==> src/rtl/txseq_pkg.sv <==
package txseq_pkg;
   localparam int FLG_REQ  = 0;
   localparam int FLG_END  = 1;
   localparam int FLG_UDR  = 2;
   localparam int FLG_ERR  = 3;
   localparam int FLG_NACK = 4;
   localparam int FLG_ARB  = 5;
   localparam int FLG_N    = 6;

   typedef enum logic [1:0] {
      ST_IDLE  = 2'd0,
      ST_RUN   = 2'd1,
      ST_FINAL = 2'd2
   } seq_state_t;
endpackage

==> src/rtl/txseq_flag_bank.sv <==
module txseq_flag_bank #(
   parameter int N = 6
) (
   input  logic         clk,
   input  logic         rst_n,
   input  logic [N-1:0] set_i,
   input  logic [N-1:0] clr_i,
   input  logic [N-1:0] en_i,
   output logic [N-1:0] flag_o,
   output logic         irq_o
);
   if (N < 1) begin : g_bad_n
      $error("txseq_flag_bank: N must be at least 1");
   end

   for (genvar i = 0; i < N; i++) begin : g_bit
      always_ff @(posedge clk or negedge rst_n) begin
         if (!rst_n)
            flag_o[i] <= 1'b0;
         else if (set_i[i])
            flag_o[i] <= 1'b1;
         else if (clr_i[i])
            flag_o[i] <= 1'b0;
      end

      // a clear with no competing set empties the flag
      p_w1c_r10: assert property (@(posedge clk) disable iff (!rst_n)
         (clr_i[i] && !set_i[i]) |=> !flag_o[i]);
      p_set_r10: assert property (@(posedge clk) disable iff (!rst_n)
         set_i[i] |=> flag_o[i]);
   end

   assign irq_o = |(flag_o & en_i);
endmodule

==> src/rtl/txseq_fsm.sv <==
module txseq_fsm
   import txseq_pkg::*;
#(
   parameter int ADDR_W      = 4,
   parameter int DATA_W      = 8,
   parameter int MAX_PAYLOAD = 15,
   localparam int CNT_W      = $clog2(MAX_PAYLOAD + 1)
) (
   input  logic              clk,
   input  logic              rst_n,
   input  logic              start_wr,
   input  logic              end_wr,
   input  logic              data_wr,
   input  logic [DATA_W-1:0] data_in,
   input  logic [ADDR_W-1:0] init_addr,
   input  logic [ADDR_W-1:0] dest_addr,
   input  logic              load_i,
   input  logic              done_i,
   input  logic              ack_i,
   input  logic              arb_i,
   input  logic              err_i,
   output logic              tx_avail,
   output logic [DATA_W-1:0] tx_byte,
   output logic              tx_last,
   output logic              busy,
   output logic              eom_o,
   output logic [FLG_N-1:0]  flag_set
);
   localparam logic [ADDR_W-1:0] BCAST    = {ADDR_W{1'b1}};
   localparam logic [CNT_W-1:0]  LAST_IDX = CNT_W'(MAX_PAYLOAD - 1);

   if (DATA_W != 2 * ADDR_W) begin : g_bad_width
      $error("txseq_fsm: DATA_W must hold two addresses");
   end
   if (MAX_PAYLOAD < 1) begin : g_bad_max
      $error("txseq_fsm: MAX_PAYLOAD must be at least 1");
   end

   seq_state_t        state;
   logic              hdr_sent;
   logic              buf_valid;
   logic [DATA_W-1:0] buf_data;
   logic              eom_bit;
   logic [CNT_W-1:0]  pay_cnt;

   logic active, take, under, good_take, ev_arb, ev_err, nack_bad, fin, abort;
   logic force_last;

   assign active     = (state != ST_IDLE);
   assign force_last = hdr_sent && (pay_cnt == LAST_IDX);
   assign tx_avail   = (state == ST_RUN) && (!hdr_sent || buf_valid);
   assign tx_byte    = hdr_sent ? buf_data : {init_addr, dest_addr};
   assign tx_last    = eom_bit || force_last;
   assign busy       = active;
   assign eom_o      = eom_bit;

   assign take      = (state == ST_RUN) && load_i;
   assign under     = take && hdr_sent && !buf_valid;
   assign ev_arb    = active && arb_i;
   assign ev_err    = active && err_i && !ev_arb;
   assign nack_bad  = active && done_i && !ack_i && (dest_addr != BCAST)
                      && !ev_arb && !ev_err;
   assign good_take = take && !under && !ev_arb && !ev_err && !nack_bad;
   assign fin       = (state == ST_FINAL) && done_i && !ev_arb && !ev_err && !nack_bad;
   assign abort     = ev_arb || ev_err || nack_bad || (under && !ev_arb && !ev_err && !nack_bad);

   always_comb begin
      flag_set           = '0;
      flag_set[FLG_REQ]  = good_take && !tx_last;
      flag_set[FLG_END]  = fin;
      flag_set[FLG_UDR]  = under && !ev_arb && !ev_err && !nack_bad;
      flag_set[FLG_ERR]  = ev_err;
      flag_set[FLG_NACK] = nack_bad;
      flag_set[FLG_ARB]  = ev_arb;
   end

   always_ff @(posedge clk or negedge rst_n) begin
      if (!rst_n) begin
         state    <= ST_IDLE;
         hdr_sent <= 1'b0;
         pay_cnt  <= '0;
      end else begin
         case (state)
            ST_IDLE: if (start_wr) begin
               state    <= ST_RUN;
               hdr_sent <= 1'b0;
               pay_cnt  <= '0;
            end
            ST_RUN: if (abort) begin
               state <= ST_IDLE;
            end else if (good_take) begin
               hdr_sent <= 1'b1;
               if (hdr_sent) pay_cnt <= pay_cnt + 1'b1;
               if (tx_last) state <= ST_FINAL;
            end
            ST_FINAL: if (abort || fin) state <= ST_IDLE;
            default: state <= ST_IDLE;
         endcase
      end
   end

   always_ff @(posedge clk or negedge rst_n) begin
      if (!rst_n) begin
         buf_valid <= 1'b0;
         buf_data  <= '0;
      end else if (data_wr) begin
         buf_valid <= 1'b1;
         buf_data  <= data_in;
      end else if ((good_take && hdr_sent) || abort) begin
         buf_valid <= 1'b0;
      end
   end

   always_ff @(posedge clk or negedge rst_n) begin
      if (!rst_n)
         eom_bit <= 1'b0;
      else if ((good_take && tx_last) || abort || fin)
         eom_bit <= 1'b0;
      else if (end_wr)
         eom_bit <= 1'b1;
   end

   // the end bit is consumed with the byte it marks
   p_eom_clear_r4: assert property (@(posedge clk) disable iff (!rst_n)
      (good_take && eom_bit) |=> !eom_bit);
   // the last allowed payload byte closes the byte stream
   p_force_last_r5: assert property (@(posedge clk) disable iff (!rst_n)
      (good_take && hdr_sent && pay_cnt == LAST_IDX) |=> state == ST_FINAL);
   // an unserved request at load time ends the frame
   p_udr_abort_r6: assert property (@(posedge clk) disable iff (!rst_n)
      (take && hdr_sent && !buf_valid) |=> !busy);
   // line events during a frame end it
   p_line_abort_r9: assert property (@(posedge clk) disable iff (!rst_n)
      (active && (arb_i || err_i)) |=> !busy);
   // no byte is offered outside a frame
   p_idle_quiet_r2: assert property (@(posedge clk) disable iff (!rst_n)
      !busy |-> !tx_avail);
endmodule

==> src/rtl/txseq_top.sv <==
module txseq_top
   import txseq_pkg::*;
#(
   parameter int ADDR_W      = 4,
   parameter int DATA_W      = 8,
   parameter int MAX_PAYLOAD = 15
) (
   input  logic              clk,
   input  logic              rst_n,
   input  logic              start_wr,
   input  logic              end_wr,
   input  logic              data_wr,
   input  logic [DATA_W-1:0] data_in,
   input  logic [ADDR_W-1:0] init_addr,
   input  logic [ADDR_W-1:0] dest_addr,
   input  logic [5:0]        flag_clr,
   input  logic [5:0]        irq_en,
   input  logic              bt_load,
   input  logic              bt_done,
   input  logic              bt_ack,
   input  logic              bt_arb_lost,
   input  logic              bt_err,
   output logic              tx_avail,
   output logic [DATA_W-1:0] tx_byte,
   output logic              tx_last,
   output logic              busy,
   output logic              eom_pending,
   output logic [5:0]        flags,
   output logic              irq
);
   logic [FLG_N-1:0] set_v;
   logic [FLG_N-1:0] clr_v;

   always_comb begin
      clr_v          = flag_clr;
      clr_v[FLG_REQ] = flag_clr[FLG_REQ] | data_wr;
   end

   txseq_fsm #(
      .ADDR_W(ADDR_W), .DATA_W(DATA_W), .MAX_PAYLOAD(MAX_PAYLOAD)
   ) u_fsm (
      .clk(clk), .rst_n(rst_n),
      .start_wr(start_wr), .end_wr(end_wr), .data_wr(data_wr), .data_in(data_in),
      .init_addr(init_addr), .dest_addr(dest_addr),
      .load_i(bt_load), .done_i(bt_done), .ack_i(bt_ack),
      .arb_i(bt_arb_lost), .err_i(bt_err),
      .tx_avail(tx_avail), .tx_byte(tx_byte), .tx_last(tx_last),
      .busy(busy), .eom_o(eom_pending), .flag_set(set_v)
   );

   txseq_flag_bank #(.N(FLG_N)) u_flags (
      .clk(clk), .rst_n(rst_n),
      .set_i(set_v), .clr_i(clr_v), .en_i(irq_en),
      .flag_o(flags), .irq_o(irq)
   );

   // the first byte of a new frame is the packed header
   p_header_r1: assert property (@(posedge clk) disable iff (!rst_n)
      $rose(busy) |-> (tx_avail && tx_byte == {init_addr, dest_addr}));
   // completion is reported only when the frame is over
   p_end_idle_r7: assert property (@(posedge clk) disable iff (!rst_n)
      $rose(flags[FLG_END]) |-> !busy);
endmodule

==> config.mk <==
export PLATFORM = sky130hd
export DESIGN_NAME = txseq_top
export DESIGN_NICKNAME = d
export VERILOG_FILES = /design/src/rtl/txseq_pkg.sv /design/src/rtl/txseq_flag_bank.sv /design/src/rtl/txseq_fsm.sv /design/src/rtl/txseq_top.sv
export SDC_FILE = /design/constraint.sdc
export NUM_CORES = 1
export LEC_CHECK = 0
export ABC_CLOCK_PERIOD_IN_PS = 1900
export BUFFER_PORTS_ARGS = -buffer_cell sky130_fd_sc_hd__clkbuf_2
export CAP_MARGIN = 20
export CORE_MARGIN = 2
export CORE_UTILIZATION = 42
export DETAILED_ROUTE_END_ITERATION = 7
export PLACE_DENSITY = 0.76
export SLEW_MARGIN = 20
export SYNTH_ARGS = -nofsm -noshare
export SYNTH_HDL_FRONTEND = slang
export SYNTH_HIERARCHICAL = 1
export SYNTH_SLANG_ARGS = --single-unit
==> constraint.sdc <==
create_clock -name clk -period 1.9 [get_ports clk]
set_clock_uncertainty 0.2 [all_clocks]
set_input_delay 0.095 -clock clk [delete_from_list [all_inputs] [get_ports clk]]
set_output_delay 0.095 -clock clk [all_outputs]
set_load 0.05 [all_outputs]
==> metrics.csv, run 1 <==
metric;value;unit
die_w;60.2;µm
whs;0.0250;ns
cp_cell_sequence;buf_4 -> mux2_2 -> buf_2;
yosysWarnings;6;
critical_path_buf_inv_count;2;
root_buffer;clkbuf_4;
cap_violations;0;
grt_use_met2;0.348;
synth_cell_types;44;
ys_top_cells_by_count;dfrtp_1, mux2_2, nor2_1, nand2_1, inv_1;
hpwl;2.37;mm
ys_top_cells_by_area;dfrtp_1, mux2_2, nor2_1;
fin_tns_setup;0;ns
nFillCells;243;
rr_worst_depth;4;
yosysMostFrequentCell;dfrtp_1;
grt_usage;0.193;
leakage;0.975;nW
gp_congestion;0.958;
required;1.60;ns
reg2reg_from;u_fsm/state[1];
arrival;1.54;ns
grt_max_degree;24;
clkSinkCount;23;
yosys.area.top_type;dfrtp_1;
drive_gt1_frac;0.454;
dieArea;3630;µm²
syn_nets;167;
vdd_drop_max;0.393;mV
portBuffers;56;
synth_edf_count;0;
fmax;545;MHz
cts_setup_buffers;0;
critPathKind;flip-flop to primary output;
row_count;20;
syn-cell-area;1330;µm²
drt_iter0_markers;18;
cp_slowest_stage_delay;0.44;ns
wl_per_cell;12.9;µm
wl;3.22;mm
placedCellCount;223;
rsz0062_at_grt;no;
cts_inserted_buffers;3;
maxSlewHeadroom;0.615;
busiest_layer;met2;
grt_pass1_vias;1251;
worst-path-stages;3;
grt_pass1_wl;5.22;mm
cts.htree.levels;1;
first_pass_iters;4;
finalCriticalPeriod;1.83;ns
synthCells;127;
crit_fanout;13;
hold_path_depth;4;
core_area;3030;µm²
fin_crit_sh;0.965;
cp_top_family;flip-flops;
diodes;0;
area_growth;42.7;%
fin_cells;249;
clock_path_buffers;2;
ys.flop_type;dfrtp_1;
synth_top_area_share;0.434;
drv_slew;0;
overflow;0;
start_kind;flip-flop;
antenna_found_initial;0;
setup_ws;0.0664;ns
async_flop_share;1.00;
vias;1262;
nets;246;
met1_usage;0.231;
grtUsageMet3;0.0195;
holdCritStartpoint;bt_load;
crit_start;u_fsm/hdr_sent;
p_per_area;717;nW/µm²
endpoint_kind;primary output;
viasPerCell;5.07;
clk_pin_slew_worst_paths;0.12;ns
initial_utilization;0.438;
die_h;60.2;µm
antenna_left;0;
cts_tree;built;
avgSynthCellArea;10.5;µm²
ys_seq_area_frac;0.434;
dp_slack;0.128;ns
insertion_delay;0.31;ns
status;finished, final reports clean;
setup_viol;0;
ys_ff_latch;23;
drc;0;
worst_pin_slew;0.578;ns
worstHoldPathType;primary input to flip-flop;
hold_violations;0;
crit_slowest_cell;dfrtp_2;
ioPinCount;57;
## cell type report
type / count / area [µm²] / area share
multi-input cells: 89 / 681 / 0.359
flip-flops and latches: 23 / 579 / 0.306
repair buffers: 81 / 523 / 0.276
well taps: 44 / 55.1 / 0.0291
inverters: 8 / 30.0 / 0.0159
clock buffers: 4 / 26.3 / 0.0139
## worst min-delay path, cell delays in order
cell and delay (ns):
clkbuf_2 0.14, nand3_2 0.10, or4_1 0.11, a21boi_1 0.05
## logic make-up (layout without fill, tap and decap cells)
| kind of cell | after synthesis | count (layout) | share of synthesized area |
|---|---|---|---|
| flops | 23 | 23 | 0.434 |
| mux | 17 | 17 | 0.143 |
| compound gates | 26 | 26 | 0.152 |
| fa+ha+maj | 2 | 2 | 0.0188 |
| buf+inv | 15 | 93 | 0.0537 |
| simple gates | 44 | 44 | 0.199 |
## stage by stage
stage               total power, mW  utilization  cell area (µm²)
CTS                            1.37        0.625             1890
detailed placement             1.10        0.543             1640
global placement               1.09        0.543             1640
floorplan                     0.956            -             1330
global route                   1.44        0.626             1890
finish                         1.36        0.626             1890
## state kept, by name, indices dropped and copies added (netlist names)
signal           count
u_fsm/pay_cnt        4
u_fsm/buf_data       8
u_fsm/eom_o          1
u_fsm/buf_valid      1
u_fsm/state          2
u_fsm/hdr_sent       1
u_flags/flag_o       6
## power breakdown
group / total [mW] / switching, mW / leakage (nW) / internal (mW)
Combinational: 0.532 / 0.329 / 0.673 / 0.203
Clock: 0.227 / 0.145 / 0.0150 / 0.0821
Sequential: 0.599 / 0.0548 / 0.287 / 0.544
Total: 1.36 / 0.528 / 0.975 / 0.830
## placed cells by master (no fill, tap or decap), types with 4 or more instances in the layout
cell and instances:
clkbuf_2 47, dlygate4sd3_1 22, dfrtp_1 20, mux2_2 16, nor2_1 10, buf_2 9
nand2_1 9, inv_1 8, a21o_1 4, a31oi_1 4
## per-layer routing
metal,up-vias,share of wire
met2,57,0.50
met3,7,0.054
met5,-,0
li1,608,-
met4,0,0.023
met1,590,0.43
## timing repair
item / in CTS / in global routing
hold endpoints to repair: 44 / 0
endpoints found under the setup margin: 8 / 10
resized for setup: 1 / 11
pin swaps: 0 / 0
hold buffers: 22 / 0
## worst paths after layout
check                                    end  slack [ns]
min reg2reg                 u_fsm/pay_cnt[3]        0.30
max reg2reg                u_flags/flag_o[3]        0.09
min                         u_fsm/pay_cnt[2]        0.03
min in group asynchronous  u_fsm/buf_data[2]        0.10
max in group asynchronous   u_fsm/pay_cnt[0]        0.99
max                               tx_byte[4]        0.07
Note: power is estimated with default switching activity, not from simulation.
==> run 2: changes to the inputs <==
==> constraint.sdc (replaced) <==
create_clock -name clk -period 1.9 [get_ports clk]
set_clock_uncertainty 0.2 [all_clocks]
set_input_delay 0.095 -clock clk [delete_from_list [all_inputs] [get_ports clk]]
set_output_delay 0.095 -clock clk [all_outputs]
set_load 0.01 [all_outputs]
==> metrics.csv, run 2 (same netlist as run 1, synthesis figures left out) <==
metric;value;unit;change
finalCriticalPeriod;1.83;ns;-0.00644 ns
critPathKind;flip-flop to flip-flop;;
cts_tree;built;;
dpl-instance-area;1640;µm²;unchanged
grt_max_degree;24;;unchanged
reg2reg_slack;0.07;ns;-0.02 ns
antenna_found_initial;0;;unchanged
ioPinCount;57;;unchanged
hpwl;2.40;mm;+1.1%
portBuffers;56;;unchanged
viasPerCell;5.03;;-0.80%
core_area;3030;µm²;unchanged
vdd_drop_max;0.456;mV;+16%
rr_worst_depth;4;;unchanged
diodes;0;;unchanged
drv_slew;0;;unchanged
worstHoldPathType;primary input to asynchronous set/reset pin;;
fin_tns_setup;0;ns;unchanged
rsz0062_at_grt;no;;
insertion_delay;0.32;ns;about the same
regMostFlops;u_fsm/buf_data;;
maxSlewHeadroom;0.626;;+0.0111
reg2reg_from;u_fsm/state[0];;
p_per_area;640;nW/µm²;-11%
cts_inserted_buffers;3;;unchanged
initial_utilization;0.438;;unchanged
mostFrequentLayoutCells;clkbuf_2, dlygate4sd3_1, dfrtp_1;;
clkSinkCount;23;;unchanged
row_count;20;;unchanged
worst_pin_slew;0.561;ns;-0.0167 ns
fmax;547;MHz;+0.35%
timing.rr.end;u_fsm/pay_cnt[2];;
hold_violations;0;;unchanged
grt_usage;0.199;;+0.00632
stdcell_area;1910;µm²;+0.79%
arrival;1.88;ns;+0.34 ns
die_h;60.2;µm;unchanged
cts.htree.levels;1;;unchanged
dieArea;3630;µm²;unchanged
wl_per_cell;13.5;µm;+4.4%
overflow;0;;unchanged
first_pass_iters;4;;unchanged
leakage;0.988;nW;+1.4%
required;1.95;ns;+0.35 ns
final_common_cell;clkbuf_2;;
cap_violations;0;;unchanged
wl;3.39;mm;+5.3%
drt_iter0_markers;38;;+20
top_regs;u_fsm/buf_data x8, u_flags/flag_o x6, u_fsm/pay_cnt x4;;
setup_viol;0;;unchanged
largest_register_ffs;8;;unchanged
clk_pin_slew_worst_paths;0.13;ns;about the same
gp_congestion;1.00;;+4.4%
drc;0;;unchanged
vias;1262;;unchanged
drive_gt1_frac;0.444;;-0.00921
fin_crit_sh;0.962;;-0.00339
die_w;60.2;µm;unchanged
grt_pass1_wl;5.33;mm;+2.0%
nets;248;;+0.81%
endpoint_kind;flip-flop;;
area_growth;43.8;%;
grt_pass1_vias;1276;;+2.0%
antenna_left;0;;unchanged
clock_path_buffers;2;;unchanged
root_buffer;clkbuf_4;;
crit_fanout;9;;-4
start_kind;flip-flop;;
status;finished, final reports clean;;
## run 2: cell count changes in the layout (fill, tap and decap cells not counted)
cell and change:
dlygate4sd3_1 +1, clkbuf_2 +9, dfrtp_1 +2, dfrtp_2 -2
buf_2 -9, buf_4 +1
## run 2: area by class of cell
class | count | area (µm²)
tap | 44 | 55.1
sequential | 23 | 577
multi-input combinational | 89 | 681
timing repair buffer | 83 | 541
fill | 253 | 1120
clock buffer | 4 | 26.3
inverter | 8 | 30.0
## run 2: how the worst max path moves through the flow
stage	start	endpoint	slack, ns	depth (start not counted)
3_3_place_gp	u_fsm/state[1]	u_fsm/pay_cnt[2]	0.20	4
2_1_floorplan	u_fsm/state[0]	u_flags/flag_o[1]	0.16	6
3_5_place_dp	u_fsm/state[0]	u_fsm/pay_cnt[2]	0.06	4
5_1_grt	u_fsm/hdr_sent	tx_byte[7]	0.005	3
6_report	u_fsm/state[0]	u_fsm/pay_cnt[2]	0.07	4
4_1_cts	u_fsm/state[0]	u_fsm/pay_cnt[2]	0.05	4
## run 2: what timing repair did
action	4_1_cts	5_1_grt
setup endpoints to repair	0	2
resized for setup	0	1
hold endpoints to repair	44	0
setup buffers	0	1
hold buffers	23	0
## run 2: per-layer routing
| layer | wire (µm) | global-route usage | vias to the layer above |
|---|---|---|---|
| li1 | - | - | 609 |
| met1 | 1410 | 0.231 | 586 |
| met2 | 1740 | 0.365 | 62 |
| met3 | 185 | 0.0216 | 5 |
| met4 | 53 | 0.0889 | 0 |
| met5 | 0 | 0 | - |
## run 2: critical path, stage by stage, from the launching register on
cell	delay [ns]
dfrtp_2	0.49
nor2_4	0.21
o31ai_2	0.16
or4_1	0.54
a21boi_1	0.17
## run 2: where the power goes
group / switching, mW / internal, mW / total (mW)
clock: 0.150 / 0.0823 / 0.232
combinational: 0.183 / 0.209 / 0.392
sequential: 0.0553 / 0.542 / 0.598
## run 2: stage by stage
| stage | utilization | setup WS [ns] | hold WS (ns) | instances | total power, mW |
|---|---|---|---|---|---|
| 3_3_place_gp | 0.543 | 0.199 | -0.0843 | 223 | 0.936 |
| 3_5_place_dp | 0.543 | 0.0614 | -0.0833 | 223 | 0.949 |
| 2_1_floorplan | - | 0.155 | -0.401 | 127 | 0.804 |
| 6_report | 0.631 | 0.0729 | 0.0743 | 251 | 1.22 |
| 5_1_grt | 0.631 | 0.00513 | 0.127 | 251 | 1.30 |
| 4_1_cts | 0.628 | 0.0501 | 0.0966 | 250 | 1.22 |
==> run 3: changes to the inputs <==
--- a/config.mk
+++ b/config.mk
@@ -9,9 +9,9 @@
 export BUFFER_PORTS_ARGS = -buffer_cell sky130_fd_sc_hd__clkbuf_2
 export CAP_MARGIN = 20
 export CORE_MARGIN = 2
-export CORE_UTILIZATION = 42
+export CORE_UTILIZATION = 38
 export DETAILED_ROUTE_END_ITERATION = 7
-export PLACE_DENSITY = 0.76
+export PLACE_DENSITY = 0.7
 export SLEW_MARGIN = 20
 export SYNTH_ARGS = -nofsm -noshare
 export SYNTH_HDL_FRONTEND = slang
==> metrics.csv, run 3 (same netlist as run 1, synthesis figures left out) <==
metric;value;unit;change
hold_violations;0;;unchanged
cts_inserted_buffers;3;;unchanged
fin_crit_sh;0.950;;-0.0112
diodes;0;;unchanged
final_common_cell;clkbuf_2;;
worst_pin_slew;0.565;ns;+0.00323 ns
comb_power_share;0.320;;about the same
clk_pin_slew_worst_paths;0.13;ns;about the same
finalCoreUtilization;0.573;;-0.0577
nets;248;;unchanged
portBuffers;56;;unchanged
seqPwrFrac;0.492;;+0.003
mostFrequentLayoutCells;clkbuf_2, dlygate4sd3_1, dfrtp_1;;
die_h;63.1;µm;+4.8%
drive_gt1_frac;0.444;;unchanged
area_growth;44.0;%;
endpoint_kind;flip-flop;;
top_regs;u_fsm/buf_data x8, u_flags/flag_o x6, u_fsm/pay_cnt x4;;
wl_per_cell;13.0;µm;-3.9%
drt_iter0_markers;24;;-37%
first_pass_iters;4;;unchanged
grt_pass1_vias;1261;;-1.2%
initial_utilization;0.398;;-0.0406
crit_fanout;9;;unchanged
gp_congestion;0.894;;-11%
dieArea;3980;µm²;+9.8%
regMostFlops;u_fsm/buf_data;;
crit_slowest_cell;dlygate4sd3_1;;
worstHoldPathType;primary input to asynchronous set/reset pin;;
pwr-share-clk;0.188;;-0.002
overflow;0;;unchanged
viasPerCell;5.08;;+0.94%
maxSlewHeadroom;0.624;;-0.00215
grt_usage;0.173;;-0.0260
cts.htree.levels;1;;unchanged
core_area;3340;µm²;+10%
ioPinCount;57;;unchanged
antenna_found_initial;0;;unchanged
die_w;63.1;µm;+4.8%
row_count;21;;+5.0%
fmax;554;MHz;+1.2%
largest_register_ffs;8;;unchanged
grt_max_degree;24;;unchanged
required;1.90;ns;-0.05 ns
multi_input_area;681;µm²;unchanged
switching_share;0.313;;-0.00518
drc;0;;unchanged
antenna_left;0;;unchanged
p_int;0.832;mW;-0.12%
hpwl;2.49;mm;+3.9%
vias;1284;;+1.7%
p_per_area;633;nW/µm²;-1.0%
nFillCells;300;;+19%
clock_path_buffers;2;;unchanged
finalCriticalPeriod;1.81;ns;-0.0213 ns
critPathKind;flip-flop to flip-flop;;
leakage;0.988;nW;unchanged
status;finished, final reports clean;;
drv_slew;0;;unchanged
setup_viol;0;;unchanged
start_kind;flip-flop;;
regArea;577;µm²;unchanged
wl;3.28;mm;-3.2%
cp_top_family;buffers and inverters;;
cap_violations;0;;unchanged
cts_tree;built;;
vdd_drop_max;0.297;mV;-35%
root_buffer;clkbuf_4;;
grt_pass1_wl;5.55;mm;+4.1%
insertion_delay;0.31;ns;about the same
reg2reg_slack;0.09;ns;+0.02 ns
power_switching;0.378;mW;-2.5%
arrival;1.81;ns;-0.07 ns
clkSinkCount;23;;unchanged
whs;0.0853;ns;+0.0110 ns
cp_slowest_stage_delay;0.55;ns;about the same
critical_path_buf_inv_count;1;;+1
cp_cell_sequence;nor2_4 -> nor3b_1 -> a21o_2 -> dlygate4sd3_1;;
==> run 3: cell counts in the layout (fill, tap and decap cells not counted) <==
No cell type changed its count.
==> run 3: routing by layer <==
layer,routed length (µm),global-route usage,vias up
li1,-,-,614
met3,185,0.0304,10
met5,0,0,-
met1,1350,0.197,610
met4,65,0.0722,0
met2,1680,0.318,50
==> run 3: repair_timing <==
action                                  4_1_cts  5_1_grt
resized for setup                             0        1
hold endpoints to repair                     44        0
endpoints found under the setup margin        0        1
hold buffers                                 23        0
buffers inserted                              0        1
==> run 3: per-stage QoR <==
step	setup WS [ns]	TNS (ns)	cell area [µm²]	power [mW]	cells
3_5_place_dp	0.126	0	1650	0.948	225
6_report	0.0941	0	1910	1.21	253
2_1_floorplan	0.155	0	1330	0.804	127
5_1_grt	-0.0101	-0.0101	1910	1.29	253
3_3_place_gp	0.194	0	1650	0.938	225
4_1_cts	0.0939	0	1900	1.22	252
==> run 3: path summary, 6_finish.rpt <==
| path | to | start | cells after the start |
|---|---|---|---|
| worst max register to register | u_flags/flag_o[3] | u_fsm/state[0] | 4 |
| max in group asynchronous | u_fsm/state[0] | rst_n | 2 |
| worst min-delay path | u_fsm/buf_data[2] | rst_n | 2 |
| worst min register to register | u_fsm/pay_cnt[3] | u_fsm/pay_cnt[3] | 1 |
| min in group clk | u_flags/flag_o[4] | bt_ack | 5 |
| worst max-delay path | u_flags/flag_o[3] | u_fsm/state[0] | 4 |
==> run 3: cell type report <==
cell class              instances  area share
multi-input cells              89       0.356
well taps                      46      0.0301
inverters                       8      0.0157
repair buffers                 83       0.283
clock buffers                   4      0.0137
flip-flops and latches         23       0.302
==> run 3: power by group through the flow <==
stage	sequential (mW)	clock, mW	combinational (mW)
5_1_grt	0.605	0.259	0.424
6_report	0.596	0.227	0.388
3_3_place_gp	0.601	0	0.337
3_5_place_dp	0.605	0	0.343
2_1_floorplan	0.595	0	0.209
4_1_cts	0.595	0.242	0.382
